## config.mk

```make
export PLATFORM = sky130hd
export DESIGN_NAME = flash_cmd_engine
export DESIGN_NICKNAME = d
export VERILOG_FILES = /design/src/rtl/flash_cmd_pkg.sv /design/src/rtl/flash_cmd_ctrl.sv /design/src/rtl/flash_cmd_dp.sv /design/src/rtl/flash_cmd_engine.sv
export SDC_FILE = /design/constraint.sdc
export NUM_CORES = 1
export LEC_CHECK = 0
export ABC_CLOCK_PERIOD_IN_PS = 10000
export BUFFER_PORTS_ARGS = -buffer_cell sky130_fd_sc_hd__buf_2
export CORE_UTILIZATION = 45
export CTS_CLUSTER_DIAMETER = 150
export DETAILED_ROUTE_END_ITERATION = 10
export MAX_ROUTING_LAYER = met4
export PLACE_DENSITY = 0.59
export SYNTH_ARGS = -nofsm -noshare
export SYNTH_HDL_FRONTEND = slang
export SYNTH_SLANG_ARGS = --single-unit
```

## constraint.sdc

```tcl
create_clock -name clk -period 10 [get_ports clk]
set_input_delay 1.5 -clock clk [delete_from_list [all_inputs] [get_ports clk]]
set_output_delay 1.5 -clock clk [all_outputs]
set_load 0.005 [all_outputs]
```

## src/rtl/flash_cmd_pkg.sv

```systemverilog
`timescale 1ns/1ps
package flash_cmd_pkg;

  localparam int BYTE_W   = 8;
  localparam int NUM_REGS = 8;
  localparam int OFS_W    = $clog2(NUM_REGS);
  localparam logic [OFS_W-1:0] CMD_OFS = OFS_W'(1);

  typedef enum logic [2:0] {BK_OP, BK_ADDR, BK_WR, BK_DUMMY, BK_RD} byteKind_t;

  typedef struct packed {
    logic       valid;
    logic       hasAddr;
    logic [2:0] nWr;
    logic       hasDummy;
    logic [2:0] nRd;
  } frameShape_t;

  typedef struct packed {
    byteKind_t  kind;
    logic [1:0] sub;
  } byteSel_t;

  // control -> datapath strobes
  typedef struct packed {
    logic       load;    // load txShift with the byte named by kind/sub
    logic       shift;   // advance MOSI by one bit
    logic       sample;  // capture MISO into rxShift
    logic       store;   // write rxShift into data register rdIdx
    byteKind_t  kind;
    logic [1:0] sub;
    logic [1:0] rdIdx;
  } dpStrobe_t;

  function automatic frameShape_t decodeMode(input logic [3:0] code);
    frameShape_t s;
    s = '0;
    s.valid = 1'b1;
    case (code)
      4'h1: ;
      4'h2: s.nWr = 3'd1;
      4'h3: s.nRd = 3'd2;
      4'h4: s.hasAddr = 1'b1;
      4'h5: begin s.hasAddr = 1'b1; s.nWr = 3'd1; end
      4'h6: begin s.hasAddr = 1'b1; s.nWr = 3'd4; end
      4'h7: begin s.hasAddr = 1'b1; s.hasDummy = 1'b1; s.nRd = 3'd4; end
      4'h8, 4'h9, 4'hA, 4'hB: begin
        s.hasAddr = 1'b1;
        s.nRd     = 3'(code - 4'h7);
      end
      default: s.valid = 1'b0;
    endcase
    return s;
  endfunction

  function automatic logic [3:0] frameLen(input frameShape_t s);
    return 4'(1 + (s.hasAddr ? 3 : 0) + int'(s.nWr) + int'(s.hasDummy) + int'(s.nRd));
  endfunction

  function automatic byteSel_t byteInfo(input frameShape_t s, input logic [3:0] idx);
    byteSel_t r;
    int p;
    r.kind = BK_RD;
    r.sub  = '0;
    p = int'(idx);
    if (p == 0) begin
      r.kind = BK_OP;
    end else begin
      p = p - 1;
      if (s.hasAddr && p < 3) begin
        r.kind = BK_ADDR;
        r.sub  = 2'(p);
      end else begin
        if (s.hasAddr) p = p - 3;
        if (p < int'(s.nWr)) begin
          r.kind = BK_WR;
          r.sub  = 2'(p);
        end else begin
          p = p - int'(s.nWr);
          if (s.hasDummy && p == 0) begin
            r.kind = BK_DUMMY;
          end else begin
            if (s.hasDummy) p = p - 1;
            r.kind = BK_RD;
            r.sub  = 2'(p);
          end
        end
      end
    end
    return r;
  endfunction

endpackage

```

## src/rtl/flash_cmd_ctrl.sv

```systemverilog
`timescale 1ns/1ps
module flash_cmd_ctrl
  import flash_cmd_pkg::*;
#(
  parameter int CLK_DIV = 4
) (
  input  logic                 clk,
  input  logic                 rstN,
  input  logic                 hostWr,
  input  logic [OFS_W-1:0]     hostAddr,
  input  logic [3:0]           modeCode,
  output logic                 busy,
  output logic                 spiCsN,
  output logic                 spiSck,
  output dpStrobe_t            strobe
);

  localparam int HALF = CLK_DIV / 2;
  localparam int DW   = (CLK_DIV > 2) ? $clog2(CLK_DIV) : 1;
  localparam logic [DW-1:0] CNT_LAST = DW'(CLK_DIV - 1);
  localparam logic [DW-1:0] CNT_MID  = DW'(HALF - 1);

  typedef enum logic [1:0] {ST_IDLE, ST_LEAD, ST_XFER, ST_TRAIL} state_t;

  state_t      state;
  logic [DW-1:0] divCnt;
  logic [2:0]  bitCnt;
  logic [3:0]  byteIdx;
  logic [3:0]  lastIdx;
  frameShape_t shape;
  frameShape_t launchShape;
  byteSel_t    curSel;
  byteSel_t    nextSel;
  logic        cmdWr;
  logic        launch;
  logic        sckRise;
  logic        sckFall;
  logic        byteEnd;

  assign launchShape = decodeMode(modeCode);
  assign cmdWr   = hostWr && (hostAddr == CMD_OFS) && (state == ST_IDLE);
  assign launch  = cmdWr && launchShape.valid;
  assign sckRise = (state == ST_XFER) && (divCnt == CNT_MID);
  assign sckFall = (state == ST_XFER) && (divCnt == CNT_LAST);
  assign byteEnd = sckFall && (bitCnt == 3'd7);
  assign curSel  = byteInfo(shape, byteIdx);
  assign nextSel = byteInfo(shape, byteIdx + 4'd1);

  always_comb begin
    strobe        = '0;
    strobe.load   = launch || (byteEnd && (byteIdx != lastIdx));
    strobe.kind   = launch ? BK_OP : nextSel.kind;
    strobe.sub    = launch ? 2'd0 : nextSel.sub;
    strobe.sample = sckRise;
    strobe.shift  = sckFall && (bitCnt != 3'd7);
    strobe.store  = byteEnd && (curSel.kind == BK_RD);
    strobe.rdIdx  = curSel.sub;
  end

  always_ff @(posedge clk or negedge rstN) begin
    if (!rstN) begin
      state   <= ST_IDLE;
      divCnt  <= '0;
      bitCnt  <= '0;
      byteIdx <= '0;
      lastIdx <= '0;
      shape   <= '0;
      spiCsN  <= 1'b1;
      spiSck  <= 1'b0;
    end else begin
      case (state)
        ST_IDLE: begin
          if (launch) begin
            state   <= ST_LEAD;
            shape   <= launchShape;
            lastIdx <= frameLen(launchShape) - 4'd1;
            byteIdx <= '0;
            bitCnt  <= '0;
            divCnt  <= '0;
            spiCsN  <= 1'b0;
          end
        end
        ST_LEAD: begin
          if (divCnt == CNT_LAST) begin
            divCnt <= '0;
            state  <= ST_XFER;
          end else begin
            divCnt <= divCnt + 1'b1;
          end
        end
        ST_XFER: begin
          divCnt <= (divCnt == CNT_LAST) ? '0 : divCnt + 1'b1;
          if (sckRise) spiSck <= 1'b1;
          if (sckFall) begin
            spiSck <= 1'b0;
            bitCnt <= bitCnt + 3'd1;
            if (bitCnt == 3'd7) begin
              if (byteIdx == lastIdx) state <= ST_TRAIL;
              else                    byteIdx <= byteIdx + 4'd1;
            end
          end
        end
        default: begin
          if (divCnt == CNT_LAST) begin
            divCnt <= '0;
            state  <= ST_IDLE;
            spiCsN <= 1'b1;
          end else begin
            divCnt <= divCnt + 1'b1;
          end
        end
      endcase
    end
  end

  assign busy = (state != ST_IDLE);

  AST_LAUNCH_BUSY: assert property (@(posedge clk) disable iff (!rstN)
    launch |=> (busy && !spiCsN));
  AST_BUSY_ENDS_WITH_CS: assert property (@(posedge clk) disable iff (!rstN)
    $rose(spiCsN) |-> $fell(busy));
  AST_NO_LAUNCH_INVALID: assert property (@(posedge clk) disable iff (!rstN)
    (cmdWr && !launchShape.valid) |=> (!busy && spiCsN));
  AST_SCK_INSIDE_FRAME: assert property (@(posedge clk) disable iff (!rstN)
    spiSck |-> !spiCsN);
  AST_IDLE_LINES_QUIET: assert property (@(posedge clk) disable iff (!rstN)
    !busy |-> (spiCsN && !spiSck));

endmodule

```

## src/rtl/flash_cmd_dp.sv

```systemverilog
`timescale 1ns/1ps
module flash_cmd_dp
  import flash_cmd_pkg::*;
(
  input  logic                 clk,
  input  logic                 rstN,
  input  logic                 hostWr,
  input  logic [OFS_W-1:0]     hostAddr,
  input  logic [BYTE_W-1:0]    hostWrData,
  output logic [BYTE_W-1:0]    hostRdData,
  input  logic                 busy,
  input  dpStrobe_t            strobe,
  input  logic                 spiMiso,
  output logic                 spiMosi
);

  logic [BYTE_W-1:0] regFile [NUM_REGS];
  logic [BYTE_W-1:0] txShift;
  logic [BYTE_W-1:0] rxShift;
  logic [BYTE_W-1:0] txByte;

  always_comb begin
    case (strobe.kind)
      BK_OP:   txByte = regFile[0];
      BK_ADDR: begin
        case (strobe.sub)
          2'd0:    txByte = {4'h0, regFile[1][3:0]};
          2'd1:    txByte = regFile[2];
          default: txByte = regFile[3];
        endcase
      end
      BK_WR:   txByte = regFile[{1'b1, strobe.sub}];
      default: txByte = '0;
    endcase
  end

  always_ff @(posedge clk or negedge rstN) begin
    if (!rstN) begin
      for (int i = 0; i < NUM_REGS; i++) regFile[i] <= '0;
    end else begin
      if (hostWr && !busy) regFile[hostAddr] <= hostWrData;
      if (strobe.store)    regFile[{1'b1, strobe.rdIdx}] <= rxShift;
    end
  end

  always_ff @(posedge clk or negedge rstN) begin
    if (!rstN) begin
      txShift <= '0;
      rxShift <= '0;
    end else begin
      if (strobe.load)       txShift <= txByte;
      else if (strobe.shift) txShift <= {txShift[BYTE_W-2:0], 1'b0};
      if (strobe.sample)     rxShift <= {rxShift[BYTE_W-2:0], spiMiso};
    end
  end

  assign spiMosi    = txShift[BYTE_W-1];
  assign hostRdData = regFile[hostAddr];

  AST_OPCODE_LOCKED: assert property (@(posedge clk) disable iff (!rstN)
    (busy && hostWr) |=> $stable(regFile[0]));
  AST_CMD_LOCKED: assert property (@(posedge clk) disable iff (!rstN)
    (busy && hostWr) |=> $stable(regFile[1]));
  AST_DUMMY_SENDS_ZERO: assert property (@(posedge clk) disable iff (!rstN)
    (strobe.load && strobe.kind == BK_DUMMY && busy) |=> (spiMosi == 1'b0));

endmodule

```

## src/rtl/flash_cmd_engine.sv

```systemverilog
`timescale 1ns/1ps
module flash_cmd_engine
  import flash_cmd_pkg::*;
#(
  parameter int CLK_DIV = 4
) (
  input  logic       clk,
  input  logic       rstN,
  input  logic       hostWr,
  input  logic [2:0] hostAddr,
  input  logic [7:0] hostWrData,
  output logic [7:0] hostRdData,
  output logic       busy,
  output logic       spiCsN,
  output logic       spiSck,
  output logic       spiMosi,
  input  logic       spiMiso
);

  dpStrobe_t strobe;

  flash_cmd_ctrl #(.CLK_DIV(CLK_DIV)) u_ctrl (
    .clk      (clk),
    .rstN     (rstN),
    .hostWr   (hostWr),
    .hostAddr (hostAddr),
    .modeCode (hostWrData[7:4]),
    .busy     (busy),
    .spiCsN   (spiCsN),
    .spiSck   (spiSck),
    .strobe   (strobe)
  );

  flash_cmd_dp u_dp (
    .clk        (clk),
    .rstN       (rstN),
    .hostWr     (hostWr),
    .hostAddr   (hostAddr),
    .hostWrData (hostWrData),
    .hostRdData (hostRdData),
    .busy       (busy),
    .strobe     (strobe),
    .spiMiso    (spiMiso),
    .spiMosi    (spiMosi)
  );

  AST_MOSI_STEADY_HIGH: assert property (@(posedge clk) disable iff (!rstN)
    (spiSck && $past(spiSck)) |-> $stable(spiMosi));

endmodule

```

==> impl_metrics.py <==
metrics = {
    "status": {
        "outcome": "complete, no violations",
    },
    "finish": {
        "diodes": 0,
        "nFillCells": 1453,
        "nets": 746,
        "drive_gt1_frac": 0.265,
        "synthToLayoutAreaGrowth_pct": 7.51,
        "final_core_util": 0.494,
    },
    "logic_synthesis": {
        "ys_seq_area_frac": 0.348,
        "async_flop_share": 1.00,
        "yosys.area.top_type": "dfrtp_1",
        "synthFlopType": "dfrtp_1",
        "ys_top_cells_by_count": "mux2_2, dfrtp_1, nand2_1",
        "synth_cells": 683,
        "synth.avg_cell_area_um2": 10.6,
        "synth-seq-cells": 101,
        "netlist_area_mm2": 0.00727,
        "synth_top_area_frac": 0.344,
        "yosys-top-cells-area": "dfrtp_1, mux2_2, ha_1, mux2i_1, mux4_2",
        "synth_fp_nets": 739,
        "synthDistinctLibCells": 78,
        "synth_edf_count": 0,
        "synth.most_common_cell": "mux2_2",
        "synth-warning-count": 0,
    },
    "clock_network": {
        "cts_sinks": 101,
        "clkLatencyLatePin_ps": 360,
        "clk_path_buf_depth": 2,
        "cts-root-buf": "clkbuf_16",
        "post_cts_buffers": 0,
        "holdBufCountCts": 0,
        "ctsResizeCount": 0,
        "clk_pin_slew_ps": 70,
        "cts_buffers": 9,
        "htreeDepth": 3,
        "cts_tree": "done",
    },
    "floorplanning": {
        "die_y_um": 129,
        "die-area_mm2": 0.0167,
        "pin_count": 27,
        "fp.dieW_um": 129,
        "initial_core_util": 0.459,
        "rows": 46,
        "core_mm2": 0.0158,
    },
    "power": {
        "vdd_drop_max_mv": 0.151,
        "p_per_area_mw_per_mm2": 228,
        "p_total_mw": 1.78,
        "power.leakage_nw": 3.54,
    },
    "sta": {
        "maxSlewViolCount": 0,
        "worst_pin_slew_ps": 1130,
        "rsz0062_at_grt": "no",
        "hold_viol_final": 0,
        "finalSetupViolCount": 0,
        "finalCritPeriodShare": 0.523,
        "max_freq_ghz": 0.191,
        "skew_ps": 7.97,
        "tns_ps": 0,
        "fin_crit_ps": 5230,
        "maxSlewHeadroom": 0.242,
        "whs_ps": 510,
    },
    "setup_path": {
        "crit_arrival_ps": 5450,
        "critPathCaptureType": "flip-flop",
        "reg2reg_from": "u_ctrl.byteIdx[0]",
        "startpoint_type": "flip-flop",
        "r2r_cells": 15,
        "r2r_slack_ps": 4770,
        "timing.rr.end": "u_dp.txShift[6]",
        "crit_required_ps": 10210,
        "criticalPathCategory": "flip-flop to flip-flop",
        "crit_fanout": 23,
    },
    "flow_run": {
        "maxCapViolCount": 0,
    },
    "min_path": {
        "hold_path.startpoint": "u_ctrl.lastIdx[1]",
        "hp-class": "flip-flop to flip-flop",
        "holdPathStages": 2,
        "hold_end": "u_ctrl.lastIdx[1]",
    },
    "drt": {
        "drt_pass1_iterations": 6,
        "drcViolationCount": 0,
        "vias": 5371,
        "routed_wirelength_mm": 17.6,
        "post_drt_wl_per_cell_um": 19.4,
        "vias_per_cell": 5.90,
        "ant_nets": 0,
        "drt_iter0_markers": 377,
    },
    "place": {
        "place_hpwl_mm": 13.1,
        "gp_congestion": 0.871,
        "numPortBuffers": 26,
    },
    "global_routing": {
        "grt_max_degree": 76,
        "grt.overflow.total": 0,
        "grt_pass1_vias": 5260,
        "track_usage": 0.232,
        "grt_pass1_wl_mm": 28.5,
        "grt_antenna_before_repair": 0,
    },
}
## kinds of logic after synthesis
group,after synthesis,share of synthesized area
simple gates,170,0.120
mux,162,0.263
compound gates,123,0.129
flops,101,0.348
buf+inv,62,0.0380
fa+ha+maj,41,0.0726
xor+xnor,24,0.0300
## layout make-up
cell class              count  area, um2  share of cell area
clock buffers               9        225              0.0288
well taps                 216        270              0.0346
clock inverters             7       58.8             0.00753
inverters                  28        105              0.0135
multi-input cells         520       4460               0.571
flip-flops and latches    101       2530               0.324
repair buffers             30        163              0.0208
## worst max-delay path by stage
stage / end / depth (start not counted) / from / slack (ps)
3_3_place_gp: u_dp.txShift[7] / 15 / u_ctrl.byteIdx[0] / 5020
5_1_grt: u_dp.txShift[6] / 15 / u_ctrl.byteIdx[0] / 4440
3_5_place_dp: u_dp.txShift[4] / 15 / u_ctrl.byteIdx[0] / 4830
6_report: u_dp.txShift[6] / 15 / u_ctrl.byteIdx[0] / 4770
4_1_cts: u_dp.txShift[4] / 15 / u_ctrl.byteIdx[0] / 4780
2_1_floorplan: hostRdData[1] / 5 / hostAddr[0] / 5450
## placed cells by master, fill, tap and decap left out, types with 7 or more instances in the layout
master       n
mux4_2      11
nor2_1      29
xnor2_1     11
o211ai_1    13
nor3_1       9
ha_1        39
clkbuf_16    9
buf_2       25
mux2i_1     32
dfrtp_1    100
nand2_1     56
inv_1       28
o21ai_0     28
xor2_1      12
nand2b_1    10
a21oi_1     13
nand4_1      7
o22ai_1      7
mux2_1      14
nor2b_1     14
nand3_1     15
mux2_2     105
## per-stage QoR
| stage | instance area, um2 | setup slack (ps) | cells |
|---|---|---|---|
| global placement | 7530 | 5020 | 895 |
| floorplan | 7270 | 5450 | 683 |
| CTS | 7810 | 4780 | 911 |
| detailed placement | 7530 | 4830 | 895 |
| global route | 7810 | 4440 | 911 |
| finish | 7810 | 4770 | 911 |
## power breakdown
group / internal (mW) / leakage [nW] / switching, mW / total [mW]
Sequential: 0.515 / 1.32 / 0.125 / 0.640
Clock: 0.172 / 0.133 / 0.167 / 0.339
Combinational: 0.383 / 2.09 / 0.423 / 0.806
Total: 1.07 / 3.54 / 0.715 / 1.78
## layer usage
| metal | vias up | track usage | share of wire |
|---|---|---|---|
| met3 | 25 | 0.0211 | 0.022 |
| met1 | 2731 | 0.302 | 0.47 |
| met4 | 0 | 0.0844 | 0.023 |
| met5 | - | - | 0 |
| li1 | 2524 | - | - |
| met2 | 91 | 0.379 | 0.49 |
## critical path: stages, from the launching register on
cell      delay, ps
dfrtp_1         830
inv_1           160
ha_1            510
nand2b_2        310
xnor2_1         180
or3_1           370
ha_1            370
nor2_1           70
a41oi_1         220
a311o_1         210
a21boi_4        230
nand3_4         120
o31ai_4         910
mux2_2          430
nand2_1          70
o211ai_1         80
(Power assumes the default switching activity.)
